==> config.mk <==
export PLATFORM = sky130hd
export DESIGN_NAME = fetch_extract
export DESIGN_NICKNAME = d
export VERILOG_FILES = /design/src/rtl/fetch_extract_pkg.sv /design/src/rtl/fetch_extract_ctrl.sv /design/src/rtl/fetch_extract_dpath.sv /design/src/rtl/fetch_extract.sv
export SDC_FILE = /design/constraint.sdc
export NUM_CORES = 2
export LEC_CHECK = 0
export ABC_AREA = 0
export CORE_AREA = 2 2 479 481
export DETAILED_ROUTE_END_ITERATION = 16
export DIE_AREA = 0 0 481 483
export DONT_BUFFER_PORTS = 1
export PLACE_DENSITY = 0.54
export SYNTH_ARGS = -nofsm -noshare
export SYNTH_HDL_FRONTEND = slang
export SYNTH_SLANG_ARGS = --single-unit
==> constraint.sdc <==
create_clock -name clk -period 29.4 [get_ports clk]
set_input_delay 4.41 -clock clk [delete_from_list [all_inputs] [get_ports clk]]
set_output_delay 4.41 -clock clk [all_outputs]
set_load 0.01 [all_outputs]
==> src/rtl/fetch_extract_pkg.sv <==
package fetch_extract_pkg;

  typedef enum logic [1:0] {
    ST_RUN     = 2'd0,
    ST_TRAP    = 2'd1,
    ST_QUIESCE = 2'd2
  } thrState_e;

  // Strobes from control to datapath for the current cycle
  typedef struct packed {
    logic extract;   // emit a group from the buffered line
    logic fault;     // emit a fault-carrying no-op
    logic missReq;   // issue a line request
  } fetchStrobe_t;

endpackage

==> src/rtl/fetch_extract_ctrl.sv <==
module fetch_extract_ctrl
  import fetch_extract_pkg::*;
#(
  parameter int NUM_THREADS = 2,
  parameter int TID_W       = 1
) (
  input  logic                     clk,
  input  logic                     rst_n,
  input  logic                     fetchGo,
  input  logic [TID_W-1:0]         fetchTid,
  input  logic                     fetchFault,
  input  logic                     redirValid,
  input  logic [TID_W-1:0]         redirTid,
  input  logic                     lineHit,
  input  logic                     quiesceHit,
  output fetchStrobe_t             strobe,
  output logic [NUM_THREADS*2-1:0] threadState
);

  thrState_e stReg [NUM_THREADS];
  thrState_e curState;
  logic      goOk;

  always_comb begin
    curState = ST_RUN;
    for (int t = 0; t < NUM_THREADS; t++) begin
      if (fetchTid == TID_W'(t)) curState = stReg[t];
    end
  end

  assign goOk = fetchGo && (curState == ST_RUN) &&
                !(redirValid && (redirTid == fetchTid));

  always_comb begin
    strobe.fault   = goOk && fetchFault;
    strobe.extract = goOk && !fetchFault && lineHit;
    strobe.missReq = goOk && !fetchFault && !lineHit;
  end

  always_ff @(posedge clk) begin
    if (!rst_n) begin
      for (int t = 0; t < NUM_THREADS; t++) stReg[t] <= ST_RUN;
    end else begin
      for (int t = 0; t < NUM_THREADS; t++) begin
        if (redirValid && (redirTid == TID_W'(t))) begin
          stReg[t] <= ST_RUN;
        end else if (fetchTid == TID_W'(t)) begin
          if (strobe.fault)                       stReg[t] <= ST_TRAP;
          else if (strobe.extract && quiesceHit)  stReg[t] <= ST_QUIESCE;
        end
      end
    end
  end

  for (genvar t = 0; t < NUM_THREADS; t++) begin : g_state
    assign threadState[t*2 +: 2] = stReg[t];
  end

endmodule

==> src/rtl/fetch_extract_dpath.sv <==
module fetch_extract_dpath
  import fetch_extract_pkg::*;
#(
  parameter int          NUM_THREADS  = 2,
  parameter int          ADDR_W       = 32,
  parameter int          LINE_BYTES   = 32,
  parameter int          FETCH_WIDTH  = 4,
  parameter int          SEQ_W        = 16,
  parameter int          FC_W         = 4,
  parameter int          TID_W        = 1,
  parameter logic [31:0] NOP_WORD     = 32'h0000_0013,
  parameter logic [31:0] QUIESCE_WORD = 32'hFEED_0001,
  parameter logic [ADDR_W-1:0] RESET_PC = '0
) (
  input  logic                            clk,
  input  logic                            rst_n,
  input  fetchStrobe_t                    strobe,
  input  logic [TID_W-1:0]                fetchTid,
  input  logic [FC_W-1:0]                 fetchFaultCode,
  input  logic                            redirValid,
  input  logic [TID_W-1:0]                redirTid,
  input  logic [ADDR_W-1:0]               redirPc,
  input  logic                            fillValid,
  input  logic [TID_W-1:0]                fillTid,
  input  logic [ADDR_W-1:0]               fillAddr,
  input  logic [LINE_BYTES*8-1:0]         fillData,
  input  logic [LINE_BYTES/4-1:0]         bpTaken,
  input  logic [LINE_BYTES/4*ADDR_W-1:0]  bpTarget,
  output logic                            lineHit,
  output logic                            quiesceHit,
  output logic [FETCH_WIDTH-1:0]          outValid,
  output logic [FETCH_WIDTH*32-1:0]       outInst,
  output logic [FETCH_WIDTH*ADDR_W-1:0]   outPc,
  output logic [FETCH_WIDTH*SEQ_W-1:0]    outSeq,
  output logic [FETCH_WIDTH*ADDR_W-1:0]   outPredTarg,
  output logic                            outFault,
  output logic [FC_W-1:0]                 outFaultCode,
  output logic                            reqValid,
  output logic [TID_W-1:0]                reqTid,
  output logic [ADDR_W-1:0]               reqAddr,
  output logic [NUM_THREADS*ADDR_W-1:0]   threadPc,
  output logic [NUM_THREADS*ADDR_W-1:0]   threadNpc
);

  localparam int WORDS     = LINE_BYTES / 4;
  localparam int LINE_BITS = LINE_BYTES * 8;
  localparam int OFF_W     = $clog2(LINE_BYTES);
  localparam int IDX_W     = OFF_W - 2;
  localparam int SPAN_W    = IDX_W + $clog2(FETCH_WIDTH) + 1;
  localparam int CNT_W     = $clog2(FETCH_WIDTH + 1);
  localparam logic [ADDR_W-1:0] LINE_MASK = ADDR_W'(LINE_BYTES - 1);

  // Per-thread state
  logic [LINE_BITS-1:0] lineData [NUM_THREADS];
  logic [ADDR_W-1:0]    lineTag  [NUM_THREADS];
  logic                 lineVld  [NUM_THREADS];
  logic [ADDR_W-1:0]    pcReg    [NUM_THREADS];
  logic [ADDR_W-1:0]    npcReg   [NUM_THREADS];
  logic [SEQ_W-1:0]     seqCtr;

  // Selected thread
  logic [ADDR_W-1:0]    curPc, curTag, alignedPc, basePc;
  logic [LINE_BITS-1:0] curLine;
  logic                 curVld;
  logic [IDX_W-1:0]     startIdx;

  // Group build
  logic [31:0]          slotWord [FETCH_WIDTH];
  logic [ADDR_W-1:0]    slotPc   [FETCH_WIDTH];
  logic [ADDR_W-1:0]    slotNext [FETCH_WIDTH];
  logic [FETCH_WIDTH-1:0] slotOk;
  logic [CNT_W-1:0]     grpCnt;
  logic [ADDR_W-1:0]    lastNext;

  always_comb begin
    curPc   = '0;
    curTag  = '0;
    curVld  = 1'b0;
    curLine = '0;
    for (int t = 0; t < NUM_THREADS; t++) begin
      if (fetchTid == TID_W'(t)) begin
        curPc   = pcReg[t];
        curTag  = lineTag[t];
        curVld  = lineVld[t];
        curLine = lineData[t];
      end
    end
  end

  assign alignedPc = curPc & ~LINE_MASK;
  assign basePc    = {curPc[ADDR_W-1:2], 2'b00};
  assign startIdx  = curPc[OFF_W-1:2];
  assign lineHit   = curVld && (curTag == alignedPc);

  always_comb begin
    logic             stop;
    logic [SPAN_W-1:0] span;
    logic [IDX_W-1:0]  wIdx;
    logic              taken;
    logic              isQuiesce;
    stop       = 1'b0;
    quiesceHit = 1'b0;
    grpCnt     = '0;
    lastNext   = curPc;
    for (int i = 0; i < FETCH_WIDTH; i++) begin
      span        = SPAN_W'(startIdx) + SPAN_W'(i);
      wIdx        = span[IDX_W-1:0];
      slotWord[i] = curLine[32*int'(wIdx) +: 32];
      slotPc[i]   = basePc + ADDR_W'(4 * i);
      taken       = bpTaken[wIdx];
      isQuiesce   = (slotWord[i] == QUIESCE_WORD);
      slotNext[i] = taken ? bpTarget[ADDR_W*int'(wIdx) +: ADDR_W]
                          : slotPc[i] + ADDR_W'(4);
      slotOk[i]   = (span < SPAN_W'(WORDS)) && !stop;
      if (slotOk[i]) begin
        lastNext = slotNext[i];
        grpCnt   = grpCnt + CNT_W'(1);
        if (isQuiesce)         quiesceHit = 1'b1;
        if (taken || isQuiesce) stop      = 1'b1;
      end
    end
  end

  // Group and request registers
  always_ff @(posedge clk) begin
    if (!rst_n) begin
      outValid     <= '0;
      outInst      <= '0;
      outPc        <= '0;
      outSeq       <= '0;
      outPredTarg  <= '0;
      outFault     <= 1'b0;
      outFaultCode <= '0;
      reqValid     <= 1'b0;
      reqTid       <= '0;
      reqAddr      <= '0;
      seqCtr       <= '0;
    end else begin
      reqValid     <= strobe.missReq;
      reqTid       <= fetchTid;
      reqAddr      <= alignedPc;
      outFault     <= strobe.fault;
      outFaultCode <= strobe.fault ? fetchFaultCode : '0;
      if (strobe.extract) begin
        outValid <= slotOk;
        seqCtr   <= seqCtr + SEQ_W'(grpCnt);
        for (int i = 0; i < FETCH_WIDTH; i++) begin
          outInst[i*32 +: 32]         <= slotOk[i] ? slotWord[i] : '0;
          outPc[i*ADDR_W +: ADDR_W]   <= slotOk[i] ? slotPc[i]   : '0;
          outSeq[i*SEQ_W +: SEQ_W]    <= slotOk[i] ? seqCtr + SEQ_W'(i) : '0;
          outPredTarg[i*ADDR_W +: ADDR_W] <= slotOk[i] ? slotNext[i] : '0;
        end
      end else if (strobe.fault) begin
        outValid    <= FETCH_WIDTH'(1);
        seqCtr      <= seqCtr + SEQ_W'(1);
        outInst     <= '0;
        outPc       <= '0;
        outSeq      <= '0;
        outPredTarg <= '0;
        outInst[31:0]            <= NOP_WORD;
        outPc[ADDR_W-1:0]        <= curPc;
        outSeq[SEQ_W-1:0]        <= seqCtr;
        outPredTarg[ADDR_W-1:0]  <= curPc + ADDR_W'(4);
      end else begin
        outValid <= '0;
      end
    end
  end

  // Per-thread line buffers and PCs
  always_ff @(posedge clk) begin
    if (!rst_n) begin
      for (int t = 0; t < NUM_THREADS; t++) begin
        lineData[t] <= '0;
        lineTag[t]  <= '0;
        lineVld[t]  <= 1'b0;
        pcReg[t]    <= RESET_PC;
        npcReg[t]   <= RESET_PC + ADDR_W'(4);
      end
    end else begin
      for (int t = 0; t < NUM_THREADS; t++) begin
        if (fillValid && (fillTid == TID_W'(t))) begin
          lineData[t] <= fillData;
          lineTag[t]  <= fillAddr & ~LINE_MASK;
          lineVld[t]  <= 1'b1;
        end
        if (redirValid && (redirTid == TID_W'(t))) begin
          pcReg[t]  <= redirPc;
          npcReg[t] <= redirPc + ADDR_W'(4);
        end else if (strobe.extract && (fetchTid == TID_W'(t))) begin
          pcReg[t]  <= lastNext;
          npcReg[t] <= lastNext + ADDR_W'(4);
        end
      end
    end
  end

  for (genvar t = 0; t < NUM_THREADS; t++) begin : g_pc
    assign threadPc[t*ADDR_W +: ADDR_W]  = pcReg[t];
    assign threadNpc[t*ADDR_W +: ADDR_W] = npcReg[t];
  end

endmodule

==> src/rtl/fetch_extract.sv <==
module fetch_extract
  import fetch_extract_pkg::*;
#(
  parameter int          NUM_THREADS  = 2,
  parameter int          ADDR_W       = 32,
  parameter int          LINE_BYTES   = 32,
  parameter int          FETCH_WIDTH  = 4,
  parameter int          SEQ_W        = 16,
  parameter int          FC_W         = 4,
  parameter logic [31:0] NOP_WORD     = 32'h0000_0013,
  parameter logic [31:0] QUIESCE_WORD = 32'hFEED_0001,
  parameter logic [ADDR_W-1:0] RESET_PC = '0,
  localparam int TID_W = (NUM_THREADS > 1) ? $clog2(NUM_THREADS) : 1,
  localparam int WORDS = LINE_BYTES / 4
) (
  input  logic                            clk,
  input  logic                            rst_n,
  input  logic                            fillValid,
  input  logic [TID_W-1:0]                fillTid,
  input  logic [ADDR_W-1:0]               fillAddr,
  input  logic [LINE_BYTES*8-1:0]         fillData,
  input  logic                            redirValid,
  input  logic [TID_W-1:0]                redirTid,
  input  logic [ADDR_W-1:0]               redirPc,
  input  logic                            fetchGo,
  input  logic [TID_W-1:0]                fetchTid,
  input  logic                            fetchFault,
  input  logic [FC_W-1:0]                 fetchFaultCode,
  input  logic [WORDS-1:0]                bpTaken,
  input  logic [WORDS*ADDR_W-1:0]         bpTarget,
  output logic [FETCH_WIDTH-1:0]          outValid,
  output logic [FETCH_WIDTH*32-1:0]       outInst,
  output logic [FETCH_WIDTH*ADDR_W-1:0]   outPc,
  output logic [FETCH_WIDTH*SEQ_W-1:0]    outSeq,
  output logic [FETCH_WIDTH*ADDR_W-1:0]   outPredTarg,
  output logic                            outFault,
  output logic [FC_W-1:0]                 outFaultCode,
  output logic                            reqValid,
  output logic [TID_W-1:0]                reqTid,
  output logic [ADDR_W-1:0]               reqAddr,
  output logic [NUM_THREADS*2-1:0]        threadState,
  output logic [NUM_THREADS*ADDR_W-1:0]   threadPc,
  output logic [NUM_THREADS*ADDR_W-1:0]   threadNpc
);

  fetchStrobe_t strobe;
  logic         lineHit;
  logic         quiesceHit;

  fetch_extract_ctrl #(
    .NUM_THREADS(NUM_THREADS),
    .TID_W      (TID_W)
  ) u_ctrl (
    .clk        (clk),
    .rst_n      (rst_n),
    .fetchGo    (fetchGo),
    .fetchTid   (fetchTid),
    .fetchFault (fetchFault),
    .redirValid (redirValid),
    .redirTid   (redirTid),
    .lineHit    (lineHit),
    .quiesceHit (quiesceHit),
    .strobe     (strobe),
    .threadState(threadState)
  );

  fetch_extract_dpath #(
    .NUM_THREADS (NUM_THREADS),
    .ADDR_W      (ADDR_W),
    .LINE_BYTES  (LINE_BYTES),
    .FETCH_WIDTH (FETCH_WIDTH),
    .SEQ_W       (SEQ_W),
    .FC_W        (FC_W),
    .TID_W       (TID_W),
    .NOP_WORD    (NOP_WORD),
    .QUIESCE_WORD(QUIESCE_WORD),
    .RESET_PC    (RESET_PC)
  ) u_dpath (
    .clk           (clk),
    .rst_n         (rst_n),
    .strobe        (strobe),
    .fetchTid      (fetchTid),
    .fetchFaultCode(fetchFaultCode),
    .redirValid    (redirValid),
    .redirTid      (redirTid),
    .redirPc       (redirPc),
    .fillValid     (fillValid),
    .fillTid       (fillTid),
    .fillAddr      (fillAddr),
    .fillData      (fillData),
    .bpTaken       (bpTaken),
    .bpTarget      (bpTarget),
    .lineHit       (lineHit),
    .quiesceHit    (quiesceHit),
    .outValid      (outValid),
    .outInst       (outInst),
    .outPc         (outPc),
    .outSeq        (outSeq),
    .outPredTarg   (outPredTarg),
    .outFault      (outFault),
    .outFaultCode  (outFaultCode),
    .reqValid      (reqValid),
    .reqTid        (reqTid),
    .reqAddr       (reqAddr),
    .threadPc      (threadPc),
    .threadNpc     (threadNpc)
  );

endmodule

Yosys cells after proc, flatten, opt, wreduce, memory -nomap -nowiden
Memory sizes are Yosys's and may differ from the RTL's.
Cells that the tools add are included.
Widths: inputs -> output; s select.
{"block": "totals", "rom_bits": 0, "regBits": 507, "latchBits": 0, "output_inout_bits": 623, "input_bits": 597, "memories": 6, "ram_bits": 700, "elab_cells": 239}
{"block": "op_classes", "n_mul": 0, "n_addsub": 19, "shift": 8, "n_bitwise": 23, "eq_ne": 6, "mux": 127, "magnitude_cmp": 8, "div_mod_pow": 0, "n_reduce_logical": 30}
{"name": "u_dpath.lineData", "words": 2, "word_bits": 256, "rd": 2, "rd_clocked_by_memory_dff": 0, "wr": 2, "line_no": "fetch_extract_dpath.sv:54", "rtl": "logic [LINE_BITS-1:0] lineData [NUM_THREADS];"}
{"name": "u_dpath.npcReg", "words": 2, "word_bits": 32, "rd": 2, "rd_clocked_by_memory_dff": 0, "wr": 2, "line_no": "fetch_extract_dpath.sv:58", "rtl": "logic [ADDR_W-1:0] npcReg [NUM_THREADS];"}
{"name": "u_dpath.pcReg", "words": 2, "word_bits": 32, "rd": 2, "rd_clocked_by_memory_dff": 0, "wr": 2, "line_no": "fetch_extract_dpath.sv:57", "rtl": "logic [ADDR_W-1:0] pcReg [NUM_THREADS];"}
{"name": "u_dpath.lineTag", "words": 2, "word_bits": 27, "rd": 2, "rd_clocked_by_memory_dff": 0, "wr": 2, "line_no": "fetch_extract_dpath.sv:55", "rtl": "logic [ADDR_W-1:0] lineTag [NUM_THREADS];"}
{"name": "u_ctrl.stReg", "words": 2, "word_bits": 2, "rd": 2, "rd_clocked_by_memory_dff": 0, "wr": 2, "line_no": "fetch_extract_ctrl.sv:20", "rtl": "thrState_e stReg [NUM_THREADS];"}
{"name": "u_dpath.lineVld", "words": 2, "word_bits": 1, "rd": 2, "rd_clocked_by_memory_dff": 0, "wr": 2, "line_no": "fetch_extract_dpath.sv:56", "rtl": "logic lineVld [NUM_THREADS];"}
{"operator": "$shiftx 256x9->32", "count": 8}
{"operator": "$mux 32", "count": 30}
{"operator": "$mux 128", "count": 6}
{"operator": "$mux 256", "count": 3}
{"operator": "$add 32x3->32 const B", "count": 7}
{"operator": "$eq 32x32->1 const B", "count": 4}
{"operator": "$mux 64", "count": 2}
{"operator": "$mux 16", "count": 6}
{"operator": "$add 32x4->32 const B", "count": 2}
{"operator": "$mux 1", "count": 63}
{"operator": "$mux 27", "count": 2}
{"operator": "$add 16x2->16 const B", "count": 2}
{"operator": "$eq 32x32->1", "count": 1}
{"operator": "$lt 3x4->1 const B", "count": 5}
{"operator": "$or 1x1->1", "count": 20}
{"operator": "$logic_and 1x1->1", "count": 18}
{"operator": "$lt 6x4->1 const B", "count": 3}
{"operator": "$add 16x1->16 const B", "count": 1}
{"operator": "$add 16x3->16", "count": 1}
{"operator": "$mux 2", "count": 7}
{"operator": "$bmux 1 s3", "count": 4}
{"operator": "$mux 3", "count": 3}
{"operator": "$add 3x2->4 const B", "count": 2}
{"operator": "$add 3x1->3 const B", "count": 2}
{"operator": "other kinds (10)", "count": 19}

Longest topological paths before layout
An unclocked memory read counts as a cell.
{"block": "logic_depth", "ltp_word": 24, "mapped_depth": 36, "depth_no_buf": 23}

Modules after synthesis
From an unflattened synthesis, not the netlist that was laid out.
{"block": "hier_totals", "cells_unflattened": 7441, "area_unflattened_um2": 72354.4}
{"module": "fetch_extract_dpath", "area_each_um2": 72082.9, "instances": 1, "cells_per_inst": 7414}
{"module": "fetch_extract_ctrl", "area_each_um2": 271.5, "instances": 1, "cells_per_inst": 27}

Worst setup path after synthesis
Ideal clock, no wire load.
{"block": "synth_timing", "kind": "input port to flip-flop", "start": "input fillValid", "end": "memory u_dpath.lineData[0][0] (netlist bit) (enable)", "cell_stages": 3, "arrival_time_ns": 24.476, "setup_slack_ns": 3.603, "required_time_ns": 28.078, "n_path_buf": 1, "setup_time_ns": 1.322, "path_cell_list": "clkbuf_1 > inv_1 > o21ai_0"}
{"element": "start: declaration", "line_no": "fetch_extract.sv:18", "rtl": "input logic fillValid,"}
{"element": "end: declaration", "line_no": "fetch_extract_dpath.sv:54"}

==> metrics.md <==
| Metric | Value |
|---|---|
| Status | complete, but fails checks |
| Failing checks | max-slew violations |
| Synthesized-area fraction occupied by adder cells | 0.361% |
| Worst skew pair latency | 0.87 ns |
| Number of synthesized flops with an enable pin | 696 |
| Ys flop type | edfxtp_1 |
| First-pass GRT wire length | 521000 um |
| P_leak | 29.3 nW |
| First drt pass iteration count | 7 |
| Final hold violation count | 0 |
| Vias in the first global route | 59000 |
| Register area share after synthesis | 43.2% |
| # IOs | 1220 |
| Post-CTS Setup Inserts | 0 |
| Worst-path fanout max | about 440 |
| Final Net Count | 7712 |
| Hold Path Sink | u_dpath.outSeq[22]$_SDFFE_PN0P_ |
| Worst hold path class | flop to flop |
| Worst path required time | roughly 30 ns |
| Crit. End Element | flop |
| FP Rows | roughly 180 |
| Synth Area in Compound Gates | 12.2% |
| Peak supply drop | 47.1 uV |
| Synthesized instance count | 7403 |
| Port Buffer Count | 0 |
| RSZ-0062 raised after global routing | no |
| Max-cap violations | 0 |
| Post-CTS Hold Fix Bufs | 0 |
| Pwr Density | 66.1 nW/um^2 |
| Full die area | 232000 um^2 |
| Core box area | between 200000 and 250000 um^2 |
| Crit Path Category | input port to flop |
| Cells after DPL | around 10000 |
| Post-synth top cells | 1419 x nand2_1, 728 x mux2i_1, 696 x edfxtp_1 |
| Slew headroom | -41.5% |
| Vias/cell | 6.14 |
| Main combinational cell family by area after synthesis | simple AND/OR/NAND/NOR gates |
| Top cells by area, synth | edfxtp_1 29%, dfxtp_1 14%, mux2i_1 10% |
| Worst Min Path Start | u_dpath.outSeq[22]$_SDFFE_PN0P_ |
| Fmax | 0.0781 GHz |
| Final min period | 12.80 ns |
| Maximum clock path buffer count | 3 |
| Fin util | 34.8% |
| WHS Path Cells | 2 |
| Chip width | 481 um |
| Routed WL | 392000 um |
| Routed Antenna Nets | 0 |
| Drt drc | 0 |
| Ys Warns | 0 |
| Mapped Avg Cell Area | 9.65 um^2 |
| Placer Congestion | 1.01 |
| # resized after CTS | 0 |
| Fin crit share | 43.5% |
| Initial Util | a little under a third |
| Clock transition at the registers of the reported paths | 0.06 ns |
| R2R Setup Slk | 19.75 ns |
| Synth-to-layout area growth | 10.6% |
| GR Util All Layers | between 30% and 40% |
| XOR/XNOR share of the synthesized area | 2.99% |
| Fin Clk Skew | 0.0884 ns |
| Synth top area share | approximately 29% |
| Top cell type by total area after synthesis | edfxtp_1 |
| Largest net degree at the start of global routing | 444 |
| Seq cells post-synth | 1192 |
| Detailed-route via count | 63000 |
| Netlist cell types | 119 |
| Post-synthesis simple-gate area fraction | 20.5% |
| CTS tree | yes |
| Remaining global-route overflow | 0 |
| Critical path launch point type | input port |
| Die Y | 483 um |
| Final setup vio count | 0 |
| Crit path DAT | 13.38 ns |
| Post-Synthesis Cell Area | 71400 um^2 |
| Ys async rst share | 0% |
| Initial antenna violation count | 100 |
| H-tree depth | 4 |
| Most frequent cell after synthesis | nand2_1 |
| TNS Setup | 0 ns |
| WL per Instance | 38.2 um |
| CTS root buf | clkbuf_16 |
| CTS Sinks | 1192 |
| Pins Over Slew Limit | 416 |
| R2R Path Start | u_dpath.pcReg[1][3]$_DFFE_PP_ |
| Slew of the pin with the lowest slew margin | 2.12 ns |
| Worst hold slack | 0.505 ns |
| Layout cells sized above 1 | 11.0% |
| Final Instance Count excl. Fillers | 10300 |
| Iter 0 DRT Violations | 7446 |
| Mux share of post-synthesis cell area | 16.4% |
| Inserted Clock Buffers | between 100 and 150 |
| Placed wire-length estimate | 294000 um |
| RR Endpoint | u_dpath.npcReg[0][28]$_SDFFCE_PP0P_ |
| R2r worst-path depth | 22 |
==> layout make-up <==
class | count | area [um^2]
Sequential cell | 1192 | 30800
Clock buffer | 194 | 3930
Tap cell | 3009 | 3760
Inverter | 40 | 184
Multi-Input combinational cell | 5542 | 37800
Fill cell | 23000 | 148000
Timing Repair Buffer | 178 | 1420
Clock inverter | 61 | 906
Antenna cell | 50 | 125
==> where the power goes <==
part / leakage [nW] / total [mW] / switching [mW] / internal (mW)
clock: 2.31 / 1.84 / 0.803 / 1.03
combinational: 15.9 / 1.44 / 1.02 / 0.422
sequential: 11.1 / 1.94 / 0.0733 / 1.87
total: 29.3 / 5.22 / 1.89 / 3.32
==> cells by family (layout without fill, tap and decap cells) <==
| family | after synthesis | in the layout |
|---|---|---|
| compound gates | 1272 | 1272 |
| xor+xnor | 240 | 240 |
| fa+ha+maj | 20 | 20 |
| buf+inv | 679 | 473 |
| flops | 1192 | 1192 |
| mux | 975 | 975 |
| other cells | 1 | 61 |
| simple gates | 3024 | 3024 |
==> layer usage <==
layer,part of all wire [%],track usage (%)
met3,11,10.8
met2,46,52.0
met5,0.14,0
met1,35,36.2
met4,8.1,21.7
==> sequential cells by signal (all words and copies together), names as in the netlist <==
signal                count
u_dpath.lineData        512
u_dpath.outInst         128
u_dpath.outPredTarg     128
u_dpath.outPc           122
u_dpath.outSeq           64
u_dpath.npcReg           62
u_dpath.pcReg            62
u_dpath.lineTag          54
u_dpath.reqAddr          27
u_dpath.seqCtr           16
u_ctrl.stReg              4
u_dpath.outFaultCode      4
u_dpath.outValid          4
u_dpath.lineVld           2
u_dpath.outFault          1
u_dpath.reqTid            1
u_dpath.reqValid          1
==> layout by cell type (no fill, tap or decap), types with 171 or more instances in the layout <==
cell / instances
a22o_1: 177
and3_1: 447
buf_4: 171
dfxtp_1: 496
edfxtp_1: 696
mux2i_1: 720
nand2_1: 1412
nand3_1: 400
nor2_1: 275
o21ai_0: 378
==> worst max path at each step <==
stage | startpoint | endpoint | slack, ns | cells past startpoint
after global placement | fetchTid | u_dpath.npcReg[1][26]$_DFFE_PP_ | 16.13 | 23
after detailed placement | fetchTid | u_dpath.npcReg[0][28]$_SDFFCE_PP0P_ | 16.06 | 23
after CTS | fetchTid | u_dpath.npcReg[0][28]$_SDFFCE_PP0P_ | 17.00 | 23
after floorplan | fillValid | u_dpath.lineData[0][0]$_DFFE_PP_ | 3.60 | 3
final | fetchTid | u_dpath.npcReg[0][28]$_SDFFCE_PP0P_ | 16.60 | 23
after global routing | fetchTid | u_dpath.npcReg[0][28]$_SDFFCE_PP0P_ | 16.48 | 23
==> stage by stage <==
step	area [um^2]	worst slack [ns]	power, mW
2_1_floorplan	71500	3.60	2.76
3_3_place_gp	74000	16.13	3.36
3_5_place_dp	74000	16.06	3.38
4_1_cts	78900	17.00	5.21
5_1_grt	78900	16.48	5.34
6_report	79000	16.60	5.22
==> critical path: stages <==
cell	delay [ns]
mux2i_4	0.29
buf_4	0.56
inv_8	0.26
ha_1	0.56
xnor2_4	0.29
buf_12	0.35
or3_1	0.22
nand4_1	0.35
nor4_1	0.97
a31oi_1	0.28
nor3b_2	0.70
nor3_4	0.04
buf_4	0.30
inv_2	0.10
buf_4	0.39
a211oi_1	0.09
a31oi_1	0.69
ha_1	0.35
and3_1	0.24
nand4_2	0.32
nor4b_2	0.44
xnor2_1	0.21
o21ai_1	0.12
(Power assumes the default switching activity.)
